`src/rtl/trap_pkg.sv`:
```
package trap_pkg;
  typedef enum logic [1:0] {
    PRV_U = 2'd0,
    PRV_S = 2'd1,
    PRV_H = 2'd2,
    PRV_M = 2'd3
  } priv_e;

  typedef enum logic [2:0] {
    RT_NONE      = 3'd0,
    RT_DBG_ENTER = 3'd1,
    RT_DBG_EXC   = 3'd2,
    RT_SUP       = 3'd3,
    RT_MACH      = 3'd4
  } route_e;

  localparam int unsigned BKPT_CODE  = 3;
  localparam int unsigned DCAUSE_W   = 3;
  localparam int unsigned DCAUSE_BKP = 1;

  // status word bit positions decoded by the CSR file
  localparam int unsigned ST_SIE  = 1;
  localparam int unsigned ST_MIE  = 3;
  localparam int unsigned ST_SPIE = 5;
  localparam int unsigned ST_MPIE = 7;
  localparam int unsigned ST_SPP  = 8;
  localparam int unsigned ST_MPP  = 11;
endpackage

```
`src/rtl/trap_rst_sync.sv`:
```
module trap_rst_sync #(
  parameter int unsigned STAGES = 2
) (
  input  logic clk,
  input  logic rst_n,
  output logic rst_q_n
);
  logic [STAGES-1:0] sync_q;

  always_ff @(posedge clk or negedge rst_n) begin
    if (!rst_n) sync_q <= '0;
    else        sync_q <= {sync_q[STAGES-2:0], 1'b1};
  end

  assign rst_q_n = sync_q[STAGES-1];
endmodule

```
`src/rtl/trap_route.sv`:
```
module trap_route
  import trap_pkg::*;
#(
  parameter int unsigned XLEN = 32
) (
  input  logic            trap,
  input  logic [XLEN-1:0] cause,
  input  logic [1:0]      priv,
  input  logic [XLEN-1:0] medeleg,
  input  logic [XLEN-1:0] mideleg,
  input  logic [3:0]      ebreak_en,
  input  logic            dbg_active,
  output route_e          route
);
  localparam int unsigned    IDXW = $clog2(XLEN);
  localparam logic [XLEN-1:0] LIM = XLEN'(XLEN);
  localparam logic [XLEN-1:0] BKP = XLEN'(BKPT_CODE);

  logic            is_irq;
  logic [XLEN-1:0] idx;
  logic [XLEN-1:0] mask;
  logic            idx_ok;
  logic            dbit;
  logic            bkpt_div;
  logic            low_priv;

  always_comb begin
    is_irq   = cause[XLEN-1];
    idx      = is_irq ? {1'b0, cause[XLEN-2:0]} : cause;
    mask     = is_irq ? mideleg : medeleg;
    idx_ok   = idx < LIM;
    dbit     = idx_ok ? mask[idx[IDXW-1:0]] : 1'b0;
    bkpt_div = !is_irq && (cause == BKP) && ebreak_en[priv];
    low_priv = priv <= 2'(PRV_S);

    if (!trap)            route = RT_NONE;
    else if (bkpt_div)    route = RT_DBG_ENTER;
    else if (dbg_active)  route = RT_DBG_EXC;
    else if (low_priv && dbit) route = RT_SUP;
    else                  route = RT_MACH;
  end
endmodule

```
`src/rtl/trap_status_upd.sv`:
```
module trap_status_upd
  import trap_pkg::*;
#(
  parameter int unsigned XLEN = 32
) (
  input  logic [XLEN-1:0] status,
  input  logic [1:0]      priv,
  input  logic            to_sup,
  output logic [XLEN-1:0] status_nxt
);
  logic cur_ie;

  always_comb begin
    cur_ie     = status[priv];
    status_nxt = status;
    if (to_sup) begin
      status_nxt[ST_SPIE] = cur_ie;
      status_nxt[ST_SPP]  = priv[0];
      status_nxt[ST_SIE]  = 1'b0;
    end else begin
      status_nxt[ST_MPIE]       = cur_ie;
      status_nxt[ST_MPP +: 2]   = priv;
      status_nxt[ST_MIE]        = 1'b0;
    end
  end
endmodule

```
`src/rtl/trap_csr_bank.sv`:
```
module trap_csr_bank
  import trap_pkg::*;
#(
  parameter int unsigned XLEN = 32
) (
  input  logic                clk,
  input  logic                rst_n,
  input  route_e              route,
  input  logic [XLEN-1:0]     cause,
  input  logic [XLEN-1:0]     epc,
  input  logic [XLEN-1:0]     badaddr,
  input  logic                badaddr_vld,
  input  logic [1:0]          priv,
  output logic [XLEN-1:0]     scause_q,
  output logic [XLEN-1:0]     sepc_q,
  output logic [XLEN-1:0]     sbad_q,
  output logic [XLEN-1:0]     mcause_q,
  output logic [XLEN-1:0]     mepc_q,
  output logic [XLEN-1:0]     mbad_q,
  output logic [XLEN-1:0]     dpc_q,
  output logic [DCAUSE_W-1:0] dcause_q,
  output logic [1:0]          dprv_q
);
  logic s_en, m_en, d_en, sb_en, mb_en;

  always_comb begin
    s_en  = route == RT_SUP;
    m_en  = route == RT_MACH;
    d_en  = route == RT_DBG_ENTER;
    sb_en = s_en && badaddr_vld;
    mb_en = m_en && badaddr_vld;
  end

  always_ff @(posedge clk or negedge rst_n) begin
    if (!rst_n) begin
      scause_q <= '0;
      sepc_q   <= '0;
      sbad_q   <= '0;
      mcause_q <= '0;
      mepc_q   <= '0;
      mbad_q   <= '0;
      dpc_q    <= '0;
      dcause_q <= '0;
      dprv_q   <= '0;
    end else begin
      if (s_en) begin
        scause_q <= cause;
        sepc_q   <= epc;
      end
      if (sb_en) sbad_q <= badaddr;
      if (m_en) begin
        mcause_q <= cause;
        mepc_q   <= epc;
      end
      if (mb_en) mbad_q <= badaddr;
      if (d_en) begin
        dpc_q    <= epc;
        dcause_q <= DCAUSE_W'(DCAUSE_BKP);
        dprv_q   <= priv;
      end
    end
  end
endmodule

```
`src/rtl/trap_entry_ctrl.sv`:
```
module trap_entry_ctrl
  import trap_pkg::*;
#(
  parameter int unsigned      XLEN          = 32,
  parameter logic [XLEN-1:0]  DBG_ROM_BASE  = 'h800,
  parameter logic [XLEN-1:0]  DBG_ROM_EXC   = 'h808
) (
  input  logic                clk,
  input  logic                rst_n,
  input  logic                trap_i,
  input  logic [XLEN-1:0]     cause_i,
  input  logic [XLEN-1:0]     epc_i,
  input  logic [XLEN-1:0]     badaddr_i,
  input  logic                badaddr_vld_i,
  input  logic [1:0]          priv_i,
  input  logic [XLEN-1:0]     status_i,
  input  logic [XLEN-1:0]     medeleg_i,
  input  logic [XLEN-1:0]     mideleg_i,
  input  logic [XLEN-1:0]     stvec_i,
  input  logic [XLEN-1:0]     mtvec_i,
  input  logic [3:0]          ebreak_en_i,
  output logic [XLEN-1:0]     pc_o,
  output logic                priv_we_o,
  output logic [1:0]          priv_o,
  output logic                status_we_o,
  output logic [XLEN-1:0]     status_o,
  output logic [XLEN-1:0]     scause_o,
  output logic [XLEN-1:0]     sepc_o,
  output logic [XLEN-1:0]     sbadaddr_o,
  output logic [XLEN-1:0]     mcause_o,
  output logic [XLEN-1:0]     mepc_o,
  output logic [XLEN-1:0]     mbadaddr_o,
  output logic [XLEN-1:0]     dpc_o,
  output logic [DCAUSE_W-1:0] dbg_cause_o,
  output logic [1:0]          dbg_prv_o
);
  logic            rst_q_n;
  route_e          route;
  logic [XLEN-1:0] status_nxt;

  trap_rst_sync #(.STAGES(2)) rst_sync_i (
    .clk     (clk),
    .rst_n   (rst_n),
    .rst_q_n (rst_q_n)
  );

  trap_route #(.XLEN(XLEN)) route_i (
    .trap       (trap_i),
    .cause      (cause_i),
    .priv       (priv_i),
    .medeleg    (medeleg_i),
    .mideleg    (mideleg_i),
    .ebreak_en  (ebreak_en_i),
    .dbg_active (dbg_cause_o != '0),
    .route      (route)
  );

  trap_status_upd #(.XLEN(XLEN)) status_i_upd (
    .status     (status_i),
    .priv       (priv_i),
    .to_sup     (route == RT_SUP),
    .status_nxt (status_nxt)
  );

  trap_csr_bank #(.XLEN(XLEN)) bank_i (
    .clk         (clk),
    .rst_n       (rst_q_n),
    .route       (route),
    .cause       (cause_i),
    .epc         (epc_i),
    .badaddr     (badaddr_i),
    .badaddr_vld (badaddr_vld_i),
    .priv        (priv_i),
    .scause_q    (scause_o),
    .sepc_q      (sepc_o),
    .sbad_q      (sbadaddr_o),
    .mcause_q    (mcause_o),
    .mepc_q      (mepc_o),
    .mbad_q      (mbadaddr_o),
    .dpc_q       (dpc_o),
    .dcause_q    (dbg_cause_o),
    .dprv_q      (dbg_prv_o)
  );

  always_comb begin
    pc_o        = '0;
    priv_we_o   = 1'b0;
    priv_o      = priv_i;
    status_we_o = 1'b0;
    status_o    = status_i;
    case (route)
      RT_DBG_ENTER: begin
        pc_o      = DBG_ROM_BASE;
        priv_we_o = 1'b1;
        priv_o    = 2'(PRV_M);
      end
      RT_DBG_EXC: pc_o = DBG_ROM_EXC;
      RT_SUP: begin
        pc_o        = stvec_i;
        priv_we_o   = 1'b1;
        priv_o      = 2'(PRV_S);
        status_we_o = 1'b1;
        status_o    = status_nxt;
      end
      RT_MACH: begin
        pc_o        = mtvec_i;
        priv_we_o   = 1'b1;
        priv_o      = 2'(PRV_M);
        status_we_o = 1'b1;
        status_o    = status_nxt;
      end
      default: ;
    endcase
  end
endmodule

```
`config.mk`:
```
export PLATFORM = sky130hd
export DESIGN_NAME = trap_entry_ctrl
export DESIGN_NICKNAME = d
export VERILOG_FILES = /design/src/rtl/trap_pkg.sv /design/src/rtl/trap_rst_sync.sv /design/src/rtl/trap_route.sv /design/src/rtl/trap_status_upd.sv /design/src/rtl/trap_csr_bank.sv /design/src/rtl/trap_entry_ctrl.sv
export SDC_FILE = /design/constraint.sdc
export NUM_CORES = 1
export LEC_CHECK = 0
export ABC_AREA = 1
export BUFFER_PORTS_ARGS = -buffer_cell sky130_fd_sc_hd__buf_4
export CAP_MARGIN = 5
export CORE_AREA = 2 2 219 221
export DETAILED_ROUTE_END_ITERATION = 7
export DIE_AREA = 0 0 221 223
export PLACE_DENSITY = 0.44
export SLEW_MARGIN = 20
export SYNTH_ARGS = -nofsm -noshare
export SYNTH_HDL_FRONTEND = slang
export SYNTH_HIERARCHICAL = 1
export SYNTH_SLANG_ARGS = --single-unit
```
`constraint.sdc`:
```
create_clock -name clk -period 8.3 [get_ports clk]
set_input_delay 0 -clock clk [delete_from_list [all_inputs] [get_ports clk]]
set_output_delay 0 -clock clk [all_outputs]
set_load 0.05 [all_outputs]
```
## Yosys cells after proc, flatten, opt, wreduce, memory -nomap -nowiden

Index checks and enable logic that the tools add are counted.

- Memories kept: 0
- Flip-flop bits (word level): 229
- Bits in read-only memories: 0
- Bits in latches: 0
- Input port bits: 266
- Memory bits (writable): 0

- Div/mod/pow operators: 0
- Multiplexer cells: 23
- $lt $le $gt $ge: 5
- Shifts and indexed selects: 0
- Reductions and logical operators: 9
- Bitwise logic cells: 0
- Equal/unequal tests: 5
- Add/subtract/negate cells: 0
- Multiply operators: 0

Operators with widths:

| kind | number |
|---|---|
| case mux 32 bit (4 select lines) | 1 |
| equality test 32 x 2 -> 1 bit (second input constant) | 1 |
| 2-to-1 mux 32 bit | 1 |
| less-than comparator 31 x 6 -> 1 bit (second input constant) | 1 |
| 2-to-1 mux 13 bit | 1 |
| 2-to-1 mux 3 bit | 4 |
| 2-to-1 mux 1 bit | 11 |
| equality test 3 x 2 -> 1 bit (second input constant) | 2 |
| less-than comparator 2 x 6 -> 1 bit (second input constant) | 1 |
| less-than comparator 5 x 6 -> 1 bit (second input constant) | 1 |
| binary-select mux 1 bit (select 5 bit) | 1 |
| logical AND 1 bit | 5 |
| binary-select mux 1 bit (select 2 bit) | 2 |
| case mux 2 bit (2 select lines) | 1 |
| OR reduction 2 bit | 2 |
| equality test 3 x 1 -> 1 bit (second input constant) | 1 |
| equality test 3 bit (second input constant) | 1 |
| less-than comparator 2 x 3 -> 1 bit (second input constant) | 1 |
| OR reduction 3 bit | 1 |
| <= comparator 2 x 1 -> 1 bit (second input constant) | 1 |
| 2-to-1 mux 2 bit | 1 |
| zero test 1 bit | 1 |

## Logic depth before layout (Yosys ltp)

Gate-level depths: netlist of run 1.

- Depth in word-level cells: 12
- Gate-level depth with buffers: 25
- Gate-level depth less buffers: 20

## Modules after synthesis

The synthesis of run 1 kept the hierarchy.

By module, submodules not included:

| module | area each (sq um) | cells an instance | times used | sequential area each (sq um) |
|---|---|---|---|---|
| trap_csr_bank | 8550.7 | 882 | 1 | 5680.4 |
| trap_entry_ctrl | 1037.2 | 233 | 1 | 0.0 |
| trap_route | 954.7 | 201 | 1 | 0.0 |
| trap_status_upd | 310.3 | 51 | 1 | 0.0 |
| trap_rst_sync | 53.8 | 3 | 1 | 50.0 |

## Worst setup path after synthesis of run 1

No wires, ideal clock.

- Path kind: reg2out
- From: reg bank_i.dcause_q[0]
- To: out status_o[8]
- Data required time: 8300 ps
- Path buffers: 3
- Slack: 5399 ps
- Stages on the path, launching flop included: 14
- Data arrival time: 2901 ps
- Cells stage by stage: dfrtp_1 or3_1 inv_1 nand3_1 a21oi_1 buf_2 nand3_2 inv_2 buf_4 buf_4 inv_2 o21ai_1 nand2_1 nand2_1

- Cells in the longest elaborated chain, start to end: 6
- Elaborated cells between the ends (all ways): 8

RTL lines:

| item | line | source |
|---|---|---|
| start, declared | trap_csr_bank.sv:21 | `output logic [DCAUSE_W-1:0] dcause_q,` |
| start signal, assigned | trap_csr_bank.sv:58 | `dcause_q <= DCAUSE_W'(DCAUSE_BKP);` |
| 2-to-1 mux 3 bit | trap_route.sv:38 | `else if (dbg_active) route = RT_DBG_EXC;` |
| 2-to-1 mux 3 bit | trap_route.sv:37 | `else if (bkpt_div) route = RT_DBG_ENTER;` |
| 2-to-1 mux 3 bit | trap_route.sv:36 | `if (!trap) route = RT_NONE;` |
| net route[0] | trap_entry_ctrl.sv:38 | `route_e route;` |
| equality test 3 x 2 -> 1 bit | trap_entry_ctrl.sv:61 | `.to_sup (route == RT_SUP),` |
| 2-to-1 mux 1 bit | trap_status_upd.sv:16 | `if (to_sup) begin` |
| net status_nxt[8] | trap_entry_ctrl.sv:39 | `logic [XLEN-1:0] status_nxt;` |
| 2-to-1 mux 13 bit | trap_entry_ctrl.sv:91 | `case (route)` |
| end, declared | trap_entry_ctrl.sv:26 | `output logic [XLEN-1:0] status_o,` |

The timed path passes the listed nets, and every way through them passes these cells.

## Final worst setup path of run 1

- From: in cause_i[24]
- To: out status_o[8]

- Cells in the longest elaborated chain, start to end: 10
- Elaborated cells between the ends (all ways): 15

RTL lines:

| item | line | source |
|---|---|---|
| start, declared | trap_entry_ctrl.sv:11 | `input logic [XLEN-1:0] cause_i,` |
| less-than comparator 31 x 6 -> 1 bit | trap_route.sv:31 | `idx_ok = idx < LIM;` |
| 2-to-1 mux 1 bit | trap_route.sv:32 | `dbit = idx_ok ? mask[idx[IDXW-1:0]] : 1'b0;` |
| logical AND 1 bit | trap_route.sv:39 | `else if (low_priv && dbit) route = RT_SUP;` |
| 2-to-1 mux 3 bit | trap_route.sv:39 |  |
| 2-to-1 mux 3 bit | trap_route.sv:38 |  |
| 2-to-1 mux 3 bit (*) | trap_route.sv:37 |  |
| 2-to-1 mux 3 bit (*) | trap_route.sv:36 |  |
| net route[0] | trap_entry_ctrl.sv:38 |  |
| equality test 3 x 2 -> 1 bit (*) | trap_entry_ctrl.sv:61 |  |
| 2-to-1 mux 1 bit (*) | trap_status_upd.sv:16 |  |
| net status_nxt[8] | trap_entry_ctrl.sv:39 |  |
| 2-to-1 mux 13 bit (*) | trap_entry_ctrl.sv:91 |  |

The timed path passes the listed nets; every way through them passes the cells marked *.

==> impl_metrics.json, run 1 <==
{
  "r2r_slack_ns": 4.06,
  "core_area_um2": 47100,
  "final_cell_mix": "571 x buf_4, 500 x nand2_1, 228 x dfrtp_1",
  "fin_cells": 2593,
  "fin_crit_sh": 0.583,
  "p_clk_frac": 0.442,
  "dieWidth_um": 221,
  "tns_ns": 0,
  "cp-end-kind": "output port",
  "drive_gt1_frac": 0.324,
  "synthesis.area_um2": 10900,
  "vdd_drop_max_mv": 0.155,
  "required_ns": 8.30,
  "seq_area_frac_synth": 0.525,
  "n_fill_cell": 4975,
  "grt_start_max_net_pins": 93,
  "cts-htree-levels": 1,
  "p_leak_nw": 9.35,
  "grt_pass1_wl_mm": 72.7,
  "p_int_mw": 1.98,
  "hold_path_class": "in -> reg",
  "syn_avg_cell_area_um2": 7.96,
  "p_sw_frac": 0.260,
  "final_common_cell": "buf_4",
  "crit_end": "status_o[8]",
  "cts_setup_buffers": 0,
  "via_per_inst": 4.39,
  "ant_nets": 0,
  "fmax_mhz": 207,
  "dpl.hpwl_mm": 36.6,
  "start_util": 0.231,
  "synth_flop_cell": "dfrtp_1",
  "crit_type": "in -> out",
  "gp_congestion": 0.876,
  "port_buffers": 560,
  "relSlewSlack": 0.338,
  "placed_cell_area_um2": 15300,
  "antenna_found_initial": 6,
  "switchingPower_mw": 0.696,
  "crit_path_start_kind": "input port",
  "worstMarginPinSlew_ns": 0.992,
  "finalHoldViolCount": 0,
  "holdWs_ns": 0.0400,
  "fin_nets": 2222,
  "crit_fanout": 39,
  "reg2reg_depth": 9,
  "drtIter0Drc": 723,
  "combinationalPowerShare": 0.134,
  "cts_sinks": 229,
  "vias": 11400,
  "seqPwrFrac": 0.424,
  "p_per_area_nw_per_um2": 156,
  "critPathArrivalTime_ns": 4.84,
  "clk_pin_slew_ns": 0.06,
  "grt_util_all_layers": 0.190,
  "r2r_end": "bank_i/scause_q[23]$_DFFE_PN0N_",
  "post_drt_wl_per_cell_um": 18.8,
  "wl_mm": 48.8,
  "synthCells": 1370,
  "ys_ff_latch": 229,
  "grt_pass1_vias": 11600,
  "remaining_drc_errors": 0,
  "period_minus_slack_ns": 4.84,
  "ys_types": 30,
  "hold_buffers": 100,
  "clk_latency_ns": 0.57,
  "p_total_mw": 2.67,
  "die_h_um": 223,
  "num_io_pins": 563,
  "finalClockSkew_ns": 0.0269,
  "synth-edff-count": 0,
  "synth_warnings": 6,
  "setup_violations": 0,
  "cts_buffers": 28,
  "clockBufferDepth": 3,
  "rows": 80,
  "die_area_um2": 49300,
  "timing.rr.start": "bank_i/dcause_q[0]$_DFFE_PN0N_",
  "slew_violations": 0,
  "rsz0062_at_grt": "no",
  "root_buffer": "clkbuf_16",
  "cts_resized": 0,
  "gr-total-overflow": 0,
  "tritoncts": "built",
  "async_flop_share": 1.00,
  "drv_cap": 0,
  "final_cell_area_um2": 17200,
  "dpl.cell_count": 2441,
  "area.growth.synth_to_final_pct": 57.5,
  "drt_first_pass_iters": 5,
  "outcome": "complete, no violations",
  "crit_start": "cause_i[24]"
}
synthesized netlist by cell type (2+ instances only):
| cell type | instances | area share |
|---|---|---|
| nand2_2 | 6 | 0.0034 |
| dfrtp_1 | 229 | 0.53 |
| buf_2 | 45 | 0.021 |
| or2_1 | 2 | 0.0011 |
| nor2_2 | 2 | 0.0011 |
| nor2_1 | 20 | 0.0069 |
| o21ai_0 | 44 | 0.020 |
| nand3_1 | 159 | 0.073 |
| o21ai_1 | 124 | 0.057 |
| nand2_1 | 501 | 0.17 |
| buf_1 | 5 | 0.0017 |
| nand3_2 | 4 | 0.0037 |
| inv_2 | 8 | 0.0028 |
| buf_4 | 37 | 0.025 |
| clkbuf_1 | 18 | 0.0062 |
| nand3b_1 | 3 | 0.0021 |
| or2_2 | 2 | 0.0011 |
| nand4_1 | 36 | 0.021 |
| nor2_4 | 2 | 0.0021 |
| conb_1 | 2 | 0.00069 |
| buf_6 | 10 | 0.010 |
| a21oi_1 | 3 | 0.0014 |
| inv_1 | 99 | 0.034 |
| nor4_1 | 2 | 0.0011 |
| nor3_1 | 2 | 0.00092 |
metrics by stage:
| step | setup WS (ns) | utilization |
|---|---|---|
| 2_1_floorplan | 1.45 | - |
| 3_3_place_gp | 3.67 | 0.324 |
| 3_5_place_dp | 3.69 | 0.324 |
| 4_1_cts | 3.16 | 0.364 |
| 5_1_grt | 2.84 | 0.364 |
| 6_report | 3.46 | 0.364 |
power groups by stage:
stage / sequential (mW) / combinational, mW / clock, mW
2_1_floorplan: 1.19 / 0.117 / 0
3_3_place_gp: 1.15 / 0.322 / 0
3_5_place_dp: 1.15 / 0.323 / 0
4_1_cts: 1.13 / 0.363 / 1.23
5_1_grt: 1.14 / 0.385 / 1.28
6_report: 1.13 / 0.359 / 1.18
state kept, by name (all words and copies together), names as in the netlist:
register / count
bank_i/sbad_q: 32
bank_i/mepc_q: 32
rst_sync_i/sync_q: 2
bank_i/dprv_q: 2
bank_i/mcause_q: 32
bank_i/dpc_q: 32
bank_i/scause_q: 32
bank_i/sepc_q: 32
bank_i/mbad_q: 32
bank_i/dcause_q: 1
layer usage:
metal | track usage | vias up | share of wire
li1 | - | 5540 | -
met5 | 0 | - | 0
met3 | 0.0486 | 67 | 0.073
met4 | 0.0885 | 0 | 0.039
met1 | 0.225 | 5333 | 0.39
met2 | 0.323 | 439 | 0.50
kinds of logic after synthesis:
| logic type | count (synthesis) | share of synthesized area |
|---|---|---|
| and+or+nand+nor | 743 | 0.291 |
| DFF | 229 | 0.525 |
| buffers and inverters | 224 | 0.103 |
| AOI/OAI and AO/OA | 172 | 0.0793 |
| other | 2 | 0.000689 |
final cells by class:
class	count	area, um^2	share of cell area
repair buffers	671	5290	0.308
diodes	6	15.0	0.000874
clock inverters	4	72.6	0.00422
well taps	615	769	0.0448
clock buffers	42	803	0.0468
multi-input cells	918	4090	0.238
flip-flops and latches	229	5730	0.334
inverters	108	410	0.0239
worst max-delay path, cell delays in order:
cell and delay [ns]:
dlygate4sd3_1 0.54, buf_4 0.15, or2_2 0.29, nor4_1 0.57, nand3_1 0.18, nor2_1 0.16
nand3_1 0.10, a21oi_2 0.60, nand3_2 0.80, inv_2 0.82, inv_2 0.12, o21ai_1 0.15
nand2_1 0.06, nand2_1 0.08, buf_4 0.20
how the worst min path moves through the flow:
| stage | startpoint | end | slack (ns) | cells past startpoint |
|---|---|---|---|---|
| 2_1_floorplan | rst_n | rst_sync_i/sync_q[0]$_DFF_PN0_ | -0.30 | 0 |
| 3_3_place_gp | rst_n | rst_sync_i/sync_q[0]$_DFF_PN0_ | -0.22 | 1 |
| 3_5_place_dp | rst_n | rst_sync_i/sync_q[0]$_DFF_PN0_ | -0.21 | 1 |
| 4_1_cts | badaddr_vld_i | bank_i/sbad_q[12]$_DFFE_PN0P_ | 0.001 | 3 |
| 5_1_grt | badaddr_vld_i | bank_i/sbad_q[12]$_DFFE_PN0P_ | 0.04 | 3 |
| 6_report | badaddr_vld_i | bank_i/sbad_q[12]$_DFFE_PN0P_ | 0.04 | 3 |
(Power assumes the default switching activity.)
==> run 2: changes to the inputs <==
Settings changed: ABC_AREA 1 to 0, CORE_AREA 2 2 219 221 to 2 2 218 220, DIE_AREA 0 0 221 223 to 0 0 220 222, PLACE_DENSITY 0.44 to 0.47.
Clock period 8.3 ns to 4.2 ns, I/O delays scaled along.
==> impl_metrics.json, run 2 <==
{
  "outcome": "complete, no violations",
  "rows": 79,
  "fin_nets": 1712,
  "vdd_drop_max_mv": 0.320,
  "via_per_inst": 4.47,
  "crit_fanout": 25,
  "grt_pass1_vias": 9707,
  "cp_cell_sequence": "dlygate4sd3_1 > buf_4 > nor2_2 > a22oi_1 > and4b_1 > a31oi_1 > a311o_1 > nand3_1 > a21oi_4 > buf_4 > nor3b_4 > buf_4 > a22o_1 > buf_4",
  "grt_util_all_layers": 0.160,
  "fmax_mhz": 269,
  "synthCells": 826,
  "p_leak_nw": 8.81,
  "final_common_cell": "buf_4",
  "critPathArrivalTime_ns": 3.72,
  "async_flop_share": 1.00,
  "cts_buffers": 26,
  "clk_pin_slew_ns": 0.06,
  "p_sw_frac": 0.346,
  "crit_family": "buffers and inverters",
  "syn_avg_cell_area_um2": 13.7,
  "ys_types": 50,
  "seqPwrFrac": 0.368,
  "tritoncts": "built",
  "port_buffers": 560,
  "tns_ns": 0,
  "synth-edff-count": 0,
  "worstMarginPinSlew_ns": 0.807,
  "synth.area.top_cells": "dfrtp_1 51%, mux2_2 20%, mux2_4 4.0%",
  "die_area_um2": 48800,
  "netlist.top_cell.by_area": "dfrtp_1",
  "critPathBufInv": 5,
  "synthesis.area_um2": 11300,
  "core_area_um2": 46300,
  "start_util": 0.245,
  "post_drt_wl_per_cell_um": 19.8,
  "area.growth.synth_to_final_pct": 55.5,
  "root_buffer": "clkbuf_16",
  "placed_cell_area_um2": 15800,
  "combinationalPowerShare": 0.313,
  "slew_violations": 0,
  "synth_common_cells": "229 x dfrtp_1, 199 x mux2_2, 38 x nor2_1",
  "num_io_pins": 563,
  "clk_latency_ns": 0.54,
  "switchingPower_mw": 2.40,
  "drtIter0Drc": 434,
  "vias": 9258,
  "grt_start_max_net_pins": 105,
  "die_h_um": 222,
  "cpMostUsedCell": "buf_4",
  "fin_cells": 2073,
  "remaining_drc_errors": 0,
  "final_cell_area_um2": 17600,
  "seq_area_frac_synth": 0.505,
  "drv_cap": 0,
  "cp_slowest_cell": "dlygate4sd3_1",
  "cts_sinks": 229,
  "gr-total-overflow": 0,
  "p_per_area_nw_per_um2": 393,
  "dpl.cell_count": 1926,
  "rsz0062_at_grt": "no",
  "max_stage_delay_ns": 0.55,
  "cts_setup_buffers": 0,
  "cts-htree-levels": 1,
  "dpl.hpwl_mm": 30.4,
  "synth_flop_cell": "dfrtp_1",
  "p_int_mw": 4.54,
  "required_ns": 4.20,
  "fin_crit_sh": 0.886,
  "setup_violations": 0,
  "yosys.area.top_type_share": 0.505,
  "dieWidth_um": 220,
  "synth.most_common_cell": "dfrtp_1",
  "crit_path_start_kind": "input port",
  "antenna_found_initial": 1,
  "final_cell_mix": "570 x buf_4, 228 x dfrtp_1, 199 x mux2_2",
  "grt_pass1_wl_mm": 60.4,
  "ys_ff_latch": 229,
  "hold_path_class": "in -> reg",
  "p_clk_frac": 0.319,
  "finalHoldViolCount": 0,
  "wl_mm": 41.0,
  "crit_type": "in -> out",
  "synth_warnings": 6,
  "ant_nets": 0,
  "period_minus_slack_ns": 3.72,
  "relSlewSlack": 0.462,
  "drive_gt1_frac": 0.607,
  "cp-end-kind": "output port",
  "clockBufferDepth": 3,
  "gp_congestion": 0.799,
  "drt_first_pass_iters": 5,
  "finalClockSkew_ns": 0.0160
}
## run 2: cell count changes after synthesis, moves of 24 or more
cell     delta
nand2_1   -493
mux2_2    +199
nand3_1   -156
o21ai_1   -111
inv_1      -95
nand4_1    -33
nor3b_1    +33
buf_2      -32
mux2i_1    +32
a22o_1     +30
mux2_4     +30
buf_6      +27
o21ai_0    -24
## run 2: cell type report
type / instances / area [um^2]
inverters: 4 / 15.0
diodes: 1 / 2.50
clock inverters: 5 / 36.3
fillers: 4578 / 28600
multi-input cells: 507 / 4840
flip-flops and latches: 229 / 5730
clock buffers: 42 / 801
well taps: 607 / 759
repair buffers: 678 / 5450
## run 2: routing by layer
metal	up-vias	share of wire	global-route usage
li1	4273	-	-
met1	4557	0.39	0.188
met2	374	0.50	0.278
met3	54	0.090	0.0480
met4	0	0.023	0.0474
met5	-	0	0
## run 2: power groups by stage
stage | logic (mW) | clock network, mW | registers, mW
3_3_place_gp | 2.11 | 0 | 2.59
5_1_grt | 2.26 | 2.40 | 2.59
2_1_floorplan | 0.553 | 0 | 3.36
3_5_place_dp | 2.12 | 0 | 2.59
6_report | 2.17 | 2.21 | 2.55
4_1_cts | 2.19 | 2.30 | 2.56
## run 2: path summary, 6_finish.rpt
kind                                           startpoint                              to  slack, ns  depth (start not counted)
max in group asynchronous  rst_sync_i/sync_q[1]$_DFF_PN0_  bank_i/scause_q[8]$_DFFE_PN0N_       2.70                          1
min                                            cause_i[1]  bank_i/scause_q[1]$_DFFE_PN0N_       0.12                          2
max reg2reg                bank_i/dcause_q[0]$_DFFE_PN0N_   bank_i/sepc_q[27]$_DFFE_PN0N_       1.37                          7
min in group asynchronous                           rst_n  rst_sync_i/sync_q[1]$_DFF_PN0_       0.33                          3
min reg2reg                rst_sync_i/sync_q[0]$_DFF_PN0_  rst_sync_i/sync_q[1]$_DFF_PN0_       0.35                          0
max                                           cause_i[31]                        pc_o[20]       0.48                         14
## run 2: logic make-up after synthesis
group,share of synthesized area
multiplexers,0.271
flip-flops,0.505
AO/OA/AOI/OAI,0.0891
AND/OR/NAND/NOR,0.0631
buffers and inverters,0.0704
other,0.000662
## run 2: timing repair
action | 4_1_cts | 5_1_grt
setup endpoints to repair | 0 | 14
hold endpoints to repair | 226 | 0
hold buffers | 99 | 0
resized for setup | 0 | 3
## run 2: per-stage QoR
stage	worst slack [ns]	utilization	total power, mW	hold WS [ns]
floorplan	0.436	-	3.92	-0.296
global placement	0.761	0.342	4.70	-0.215
detailed placement	0.725	0.342	4.71	-0.214
CTS	0.249	0.381	7.05	0.0840
global route	0.196	0.381	7.25	0.114
finish	0.480	0.381	6.94	0.118
